===== src/rtl/fpc_pkg.sv =====
package fpc_pkg;
    typedef enum logic {
        MODE_SQUASH  = 1'b0,
        MODE_REISSUE = 1'b1
    } fpc_mode_e;
endpackage


===== src/rtl/fpc_lfsr.sv =====
module fpc_lfsr #(
    parameter int              W    = 16,
    parameter logic [W-1:0]    TAPS = 16'hB400,
    parameter logic [W-1:0]    SEED = 16'hACE1
) (
    input  logic         clk,
    input  logic         rst_n,
    input  logic         adv,
    output logic [W-1:0] word
);
    typedef struct packed {
        logic [W-1:0] seq;
    } lfsr_st_t;

    lfsr_st_t st_d, st_q;

    always_comb begin
        st_d = st_q;
        if (adv) begin
            st_d.seq = {1'b0, st_q.seq[W-1:1]} ^ (st_q.seq[0] ? TAPS : '0);
        end
    end

    always_ff @(posedge clk) begin
        if (!rst_n) st_q <= '{seq: SEED};
        else        st_q <= st_d;
    end

    assign word = st_q.seq;

    p_lfsr_hold_r9: assert property (@(posedge clk) disable iff (!rst_n)
        !adv |=> $stable(st_q.seq));
    p_lfsr_nonzero_r7: assert property (@(posedge clk) disable iff (!rst_n)
        st_q.seq != '0);
endmodule


===== src/rtl/fpc_prob_sel.sv =====
module fpc_prob_sel
    import fpc_pkg::*;
#(
    parameter int CNT_W    = 3,
    parameter int KW       = 5,
    parameter int TOP_FROM = 5,
    parameter int SQ_MID_K = 4,
    parameter int SQ_TOP_K = 5,
    parameter int RI_MID_K = 3,
    parameter int RI_TOP_K = 4
) (
    input  logic [CNT_W-1:0] level,
    input  fpc_mode_e        mode,
    output logic [KW-1:0]    k
);
    localparam logic [CNT_W-1:0] TOP_LVL = CNT_W'(TOP_FROM);

    always_comb begin
        if (level == '0) begin
            k = '0;
        end else if (level >= TOP_LVL) begin
            k = (mode == MODE_REISSUE) ? KW'(RI_TOP_K) : KW'(SQ_TOP_K);
        end else begin
            k = (mode == MODE_REISSUE) ? KW'(RI_MID_K) : KW'(SQ_MID_K);
        end
    end
endmodule


===== src/rtl/fpc_step.sv =====
module fpc_step #(
    parameter int CNT_W  = 3,
    parameter int LFSR_W = 16,
    parameter int KW     = 5
) (
    input  logic [CNT_W-1:0]  level,
    input  logic              valid,
    input  logic              correct,
    input  logic [KW-1:0]     k,
    input  logic [LFSR_W-1:0] rnd,
    output logic [CNT_W-1:0]  nxt
);
    localparam logic [CNT_W-1:0] MAX_LVL = '1;

    logic [LFSR_W-1:0] mask;
    logic              hit;

    for (genvar i = 0; i < LFSR_W; i++) begin : g_mask
        assign mask[i] = (KW'(i) < k);
    end

    assign hit = ((rnd & mask) == '0);

    always_comb begin
        nxt = level;
        if (valid) begin
            if (!correct)              nxt = '0;
            else if (level == MAX_LVL) nxt = MAX_LVL;
            else if (hit)              nxt = level + 1'b1;
        end
    end
endmodule


===== src/rtl/fpc_conf_unit.sv =====
module fpc_conf_unit
    import fpc_pkg::*;
#(
    parameter int                 CNT_W     = 3,
    parameter int                 LFSR_W    = 16,
    parameter logic [LFSR_W-1:0]  LFSR_TAPS = 16'hB400,
    parameter logic [LFSR_W-1:0]  LFSR_SEED = 16'hACE1,
    parameter int                 TOP_FROM  = 5,
    parameter int                 SQ_MID_K  = 4,
    parameter int                 SQ_TOP_K  = 5,
    parameter int                 RI_MID_K  = 3,
    parameter int                 RI_TOP_K  = 4
) (
    input  logic             clk,
    input  logic             rst_n,
    input  logic             upd_valid,
    input  logic             upd_correct,
    input  logic             mode_sel,
    input  logic [CNT_W-1:0] cnt_in,
    output logic [CNT_W-1:0] cnt_out,
    output logic             use_pred
);
    localparam int               KW      = $clog2(LFSR_W + 1);
    localparam logic [CNT_W-1:0] MAX_LVL = '1;

    logic [LFSR_W-1:0] rnd;
    logic [KW-1:0]     k;
    fpc_mode_e         mode;

    assign mode = fpc_mode_e'(mode_sel);

    fpc_lfsr #(.W(LFSR_W), .TAPS(LFSR_TAPS), .SEED(LFSR_SEED)) u_lfsr (
        .clk(clk), .rst_n(rst_n), .adv(upd_valid), .word(rnd)
    );

    fpc_prob_sel #(
        .CNT_W(CNT_W), .KW(KW), .TOP_FROM(TOP_FROM),
        .SQ_MID_K(SQ_MID_K), .SQ_TOP_K(SQ_TOP_K),
        .RI_MID_K(RI_MID_K), .RI_TOP_K(RI_TOP_K)
    ) u_prob (
        .level(cnt_in), .mode(mode), .k(k)
    );

    fpc_step #(.CNT_W(CNT_W), .LFSR_W(LFSR_W), .KW(KW)) u_step (
        .level(cnt_in), .valid(upd_valid), .correct(upd_correct),
        .k(k), .rnd(rnd), .nxt(cnt_out)
    );

    assign use_pred = (cnt_in == MAX_LVL);

    p_mispredict_clear_r2: assert property (@(posedge clk) disable iff (!rst_n)
        (upd_valid && !upd_correct) |-> (cnt_out == '0));
    p_first_step_r3: assert property (@(posedge clk) disable iff (!rst_n)
        (upd_valid && upd_correct && cnt_in == '0) |-> (cnt_out == CNT_W'(1)));
    p_single_step_r6: assert property (@(posedge clk) disable iff (!rst_n)
        (upd_valid && upd_correct) |->
            (cnt_out == cnt_in || cnt_out == cnt_in + 1'b1));
    p_saturate_r8: assert property (@(posedge clk) disable iff (!rst_n)
        (upd_valid && upd_correct && cnt_in == MAX_LVL) |-> (cnt_out == MAX_LVL));
    p_idle_hold_r9: assert property (@(posedge clk) disable iff (!rst_n)
        !upd_valid |-> (cnt_out == cnt_in));
endmodule


===== config.mk =====
export PLATFORM = sky130hd
export DESIGN_NAME = fpc_conf_unit
export DESIGN_NICKNAME = d
export VERILOG_FILES = /design/src/rtl/fpc_pkg.sv /design/src/rtl/fpc_lfsr.sv /design/src/rtl/fpc_prob_sel.sv /design/src/rtl/fpc_step.sv /design/src/rtl/fpc_conf_unit.sv
export SDC_FILE = /design/constraint.sdc
export NUM_CORES = 1
export LEC_CHECK = 0
export BUFFER_PORTS_ARGS = -buffer_cell sky130_fd_sc_hd__buf_2
export CELL_PAD_IN_SITES_DETAIL_PLACEMENT = 0
export CELL_PAD_IN_SITES_GLOBAL_PLACEMENT = 1
export CORE_MARGIN = 2
export CORE_UTILIZATION = 45
export DETAILED_ROUTE_END_ITERATION = 7
export PLACE_DENSITY = 0.86
export SLEW_MARGIN = 20
export SYNTH_ARGS = -nofsm -noshare
export SYNTH_HDL_FRONTEND = slang
export SYNTH_SLANG_ARGS = --single-unit

===== constraint.sdc =====
create_clock -name clk -period 3.8 [get_ports clk]
set_input_delay 0.38 -clock clk [delete_from_list [all_inputs] [get_ports clk]]
set_output_delay 0.38 -clock clk [all_outputs]
set_load 0.02 [all_outputs]

# After elaboration in Yosys (flattened, before gate mapping)
# Index checks and enable logic that the tools add are counted.
# W data, S select, Z words.
[op_classes]
eq_ne = 1
n_bitwise = 2
reduce_logical = 2
mux = 9
order_cmp = 17
addsub = 1
[ops]
columns = ["cell", "n"]
rows = [
  ["$lt A4 B5 Y1 const A", 8],
  ["$lt A3 B5 Y1 const A", 4],
  ["$and A16 B16 Y16", 1],
  ["$logic_not A16 Y1", 1],
  ["$mux W16", 1],
  ["$xor A15 B16 Y16", 1],
  ["$mux W3", 5],
  ["$lt A1 B5 Y1 const A", 2],
  ["$lt A2 B5 Y1 const A", 2],
  ["$mux W5", 2],
  ["$add A3 B1 Y3 const B", 1],
  ["$eq A3 B3 Y1 const B", 1],
  ["$ge A3 B3 Y1 const B", 1],
  ["$logic_not A3 Y1", 1],
  ["$mux W1", 1],
]
[totals]
inputBits = 8
register_bits = 16
output_inout_bits = 4
elab_cells = 33

# Depth between registers and ports, before layout
[depth]
depth_word = 10
mapped_depth = 9
mapped_depth_nobuf = 9

# Hierarchy
# A second synthesis with hierarchy kept.
[hier_totals]
cells_unflattened = 117
hier_area_um2 = 1031.0
[modules_own_cells]
columns = ["module", "area_per_inst_um2", "n_inst", "seq_area_each_um2", "cells_each"]
rows = [
  ["fpc_lfsr", 631.9, 1, 320.3, 56],
  ["fpc_step", 320.3, 1, 0.0, 50],
  ["fpc_prob_sel", 72.6, 1, 0.0, 10],
  ["fpc_conf_unit", 6.3, 1, 0.0, 1],
]

# Worst setup path before layout
# OpenSTA, ideal clock, no wires.
[synth_timing]
path_kind = "input -> output"
start = "in cnt_in[1]"
end = "out cnt_out[1]"
t_required_ns = 3.420
path_stages = 9
t_arrival_ns = 2.619
path_buffers = 0
setup_slack_ns = 0.801
cell_sequence = "inv_1 ha_1 o31ai_1 ha_1 nand2b_1 and3_1 o32a_1 and3b_1 a222oi_1"
[synth_via]
elab_chain_len = 10
word_cells_on_any_way = 28
classes_between = "1 x add/sub; 17 x order compare; 1 x eq/ne; 6 x mux; 1 x bitwise; 2 x reduce/logical"
[synth_rtl]
columns = ["element", "line_no", "rtl"]
rows = [
  ["from (decl)", "fpc_conf_unit.sv:19", "input logic [CNT_W-1:0] cnt_in,"],
  ["$ge A3 B3 Y1", "fpc_prob_sel.sv:21", "end else if (level >= TOP_LVL) begin"],
  ["$mux W5", "fpc_prob_sel.sv:21", ""],
  ["$mux W5", "fpc_prob_sel.sv:19", "if (level == '0) begin"],
  ["$lt A1 B5 Y1 (tied with other cells)", "fpc_step.sv:19", "assign mask[i] = (KW'(i) < k);"],
  ["$and A16 B16 Y16", "fpc_step.sv:22", "assign hit = ((rnd & mask) == '0);"],
  ["$logic_not A16 Y1", "fpc_step.sv:22", ""],
  ["$mux W3", "fpc_step.sv:29", "else if (hit) nxt = level + 1'b1;"],
  ["$mux W3", "fpc_step.sv:28", "else if (level == MAX_LVL) nxt = MAX_LVL;"],
  ["$mux W3", "fpc_step.sv:27", "if (!correct) nxt = '0;"],
  ["$mux W3 (*)", "fpc_step.sv:26", "if (valid) begin"],
  ["to (decl)", "fpc_conf_unit.sv:20", "output logic [CNT_W-1:0] cnt_out,"],
]
# Every way passes the cells marked *; elsewhere a longest branch is shown, timed or not.

# Worst setup path after layout
[layout_timing]
start = "in cnt_in[1]"
end = "out cnt_out[0]"
[layout_via]
elab_chain_len = 10
word_cells_on_any_way = 27
classes_between = "17 x order compare; 1 x eq/ne; 6 x mux; 1 x bitwise; 2 x reduce/logical"
[layout_rtl]
columns = ["element", "line_no"]
rows = [
  ["$ge A3 B3 Y1", "fpc_prob_sel.sv:21"],
  ["$mux W5", "fpc_prob_sel.sv:21"],
  ["$mux W5", "fpc_prob_sel.sv:19"],
  ["$lt A1 B5 Y1 (tied with other cells)", "fpc_step.sv:19"],
  ["$and A16 B16 Y16", "fpc_step.sv:22"],
  ["$logic_not A16 Y1", "fpc_step.sv:22"],
  ["$mux W3", "fpc_step.sv:29"],
  ["$mux W3 (*)", "fpc_step.sv:28"],
  ["$mux W3 (*)", "fpc_step.sv:27"],
  ["$mux W3 (*)", "fpc_step.sv:26"],
]
# Marked as above.

==> summary.txt <==
Critical path
  – Data required, critical path: 3.42 ns
  – CP Launch Type: input port
  – Crit path DAT: 2.74 ns
  – Critical path endpoint category: output pin
  – Max FO, Critical Path: 4
  – WS Path Type: input port to output pin

STA
  – Worst Hold Slack: roughly 0.38 ns
  – Fmax: 320 MHz
  – Setup_tns: 0 ns
  – Unrepaired setup endpoints after global routing: no
  – Period utilisation layout: 82.2%
  – Final Hold Vio Count: 0
  – Clk_skew: between 0.003 and 0.004 ns
  – Tmin final: ~3.1 ns
  – Slew HR: 64.3%
  – Final setup violation count: 0
  – Worst-Margin Slew: roughly 0.54 ns
  – Final Slew Violations: 0

Synth
  – Ys flop type: dfxtp_1
  – Top-count cell post-synth: dfxtp_1
  – Distinct cells, synth: 25
  – Register area share after synthesis: 36.2%
  – Yosys top cell area share: 36.2%
  – Asr flop ratio synth: 0%
  – Number of synthesized flops with an enable pin: 0
  – Post-synthesis cell count: 94
  – Most frequent cells after synthesis: dfxtp_1 (16), mux2i_1 (13), nand2_1 (13), nor2b_1 (9)
  – Post-Syn Area per Cell: 9.42 µm²
  – Most area-consuming cells after synthesis: dfxtp_1 (36%), mux2i_1 (15%), ha_1 (8.5%)
  – Synthesized Nets: roughly 110
  – YS warnings: 0
  – Synthesized area: 886 µm²
  – Area leader, netlist: dfxtp_1
  – Flops & latches, synth: 16

Detailed routing
  – Post-DRT Antenna Nets: 0
  – DR pass1 iterations: 5
  – DR iter-0 viols: 11
  – DRC viols: 0
  – Total number of vias: 670
  – Drt total wl: 1.40 mm
  – Vias per cell: 5.11
  – Drt wl/cell: 10.7 µm

Status
  – Outcome: complete, no violations

Layout
  – Utilization after layout: 51.4%
  – Fill cells: 191
  – Final Net Count: 119
  – Ant diodes: 0
  – FF/Latch Area: 320 µm²
  – Post-route cell area: 977 µm²
  – Max FFs per register: 16
  – Layout cells sized above 1: 15.4%
  – Area occupied by multi-input gates: 509 µm²
  – Syn-to-layout area delta: 10.3%

Global route
  – Gr usage total: between 10% and 20%
  – Antenna violations before repair: 0
  – Largest net degree at the start of global routing: 26
  – Number of global-route vias before repair: 643
  – Total grt overflow: 0
  – First-pass GRT wire length: 2.59 mm

Pwr
  – PD cells: 376 nW/µm²
  – VDD IR max: 0.000277 V
  – Overall Power: 0.367 mW
  – Pleak: roughly 0.47 nW

Placement
  – Dpl cell area: 941 µm²
  – Hpwl dp: 1.04 mm
  – GPL Wtd Cong: 0.738
  – Port Buf Inserts: 11

Clock tree
  – Total clock sinks: 16
  – Clock slew at reported path FFs: 0.09 ns
  – Clock H-tree levels: 1
  – Total CTS buffers: 3
  – Post-CTS setup buffer count: 0
  – Post-CTS Resized: 0
  – Clk_lat worst skew: 0.28 ns
  – TritonCTS clock tree: done
  – Root Driver: clkbuf_4
  – Clock Path Buffers: 2
  – Hold-fix buffers at CTS: 0

Floorplan
  – Die area: 2340 µm²
  – Core Area: roughly 1900 µm²
  – Ports: 12
  – Die width: 48.4 µm
  – Core Rows: 16
  – Starting Density: between 40 and 50%
  – Die height: 48.4 µm

Job
  – Maxcap violations: 0

Worst hold path
  – Worst hold path type: input port to flip-flop
## final cells by class
| class | instances | share of cell area (%) |
|---|---|---|
| inverters | 6 | 2.30 |
| repair buffers | 11 | 5.63 |
| flip-flops and latches | 16 | 32.8 |
| well taps | 27 | 3.46 |
| multi-input cells | 67 | 52.1 |
| clock buffers | 4 | 3.71 |
## path summary, 6_finish.rpt
kind,startpoint,to,slack (ns),cells after the start
worst min-delay path,rst_n,u_lfsr.word[7],0.38,2
worst max-delay path,cnt_in[1],cnt_out[0],0.68,11
worst min register to register,u_lfsr.word[15],u_lfsr.word[15],0.48,2
worst max register to register,u_lfsr.word[0],u_lfsr.word[13],2.79,4
## cell families (layout without fill, tap and decap cells)
group	after synthesis	in the layout	synth area share, %
adder cells (fa/ha/maj)	6	6	8.47
AND/OR/NAND/NOR	32	32	18.8
XOR/XNOR	3	3	2.97
buffers and inverters	11	21	6.36
multiplexers	14	14	16.0
flip-flops	16	16	36.2
AO/OA/AOI/OAI	12	12	11.3
## cell usage in the layout, fill, tap and decap left out
cell	instances
clkbuf_8	1
ha_1	6
a222oi_1	2
a221o_1	1
mux2i_1	13
o32a_1	1
mux2_2	1
clkbuf_4	3
nor2b_1	9
and3_1	1
xnor2_1	3
buf_2	11
o211a_1	1
nand2b_1	2
or4_1	1
dfxtp_1	16
nand2_1	13
nor2_1	3
inv_1	6
and3b_1	1
nor4b_1	1
o311a_1	1
nor4_1	1
o31ai_1	4
o21ai_0	2
## critical path, stage by stage
cell and delay (ns):
buf_2 0.10, inv_1 0.08, ha_1 0.18, o31ai_1 0.28, ha_1 0.33, nand2b_1 0.15
and3_1 0.18, o32a_1 0.38, or4_1 0.40, o311a_1 0.14, buf_2 0.16
## report_power, final
group	switching, mW	internal [mW]
clock network	0.0500	0.0582
logic	0.0374	0.0349
registers	0.00792	0.179
## metrics by stage
step                      worst slack, ns  instances
after floorplan                     0.801         94
after global placement              0.717        127
after detailed placement            0.658        127
after CTS                           0.644        131
after global routing                0.495        131
final                               0.675        131
## routing by layer
layer / wire, µm / global-route usage, %
met2: 675 / 25.2
met1: 669 / 15.7
met5: 0 / 0
met4: 9 / 4.29
met3: 44 / 1.85
Power figures use the tool's default switching activity.
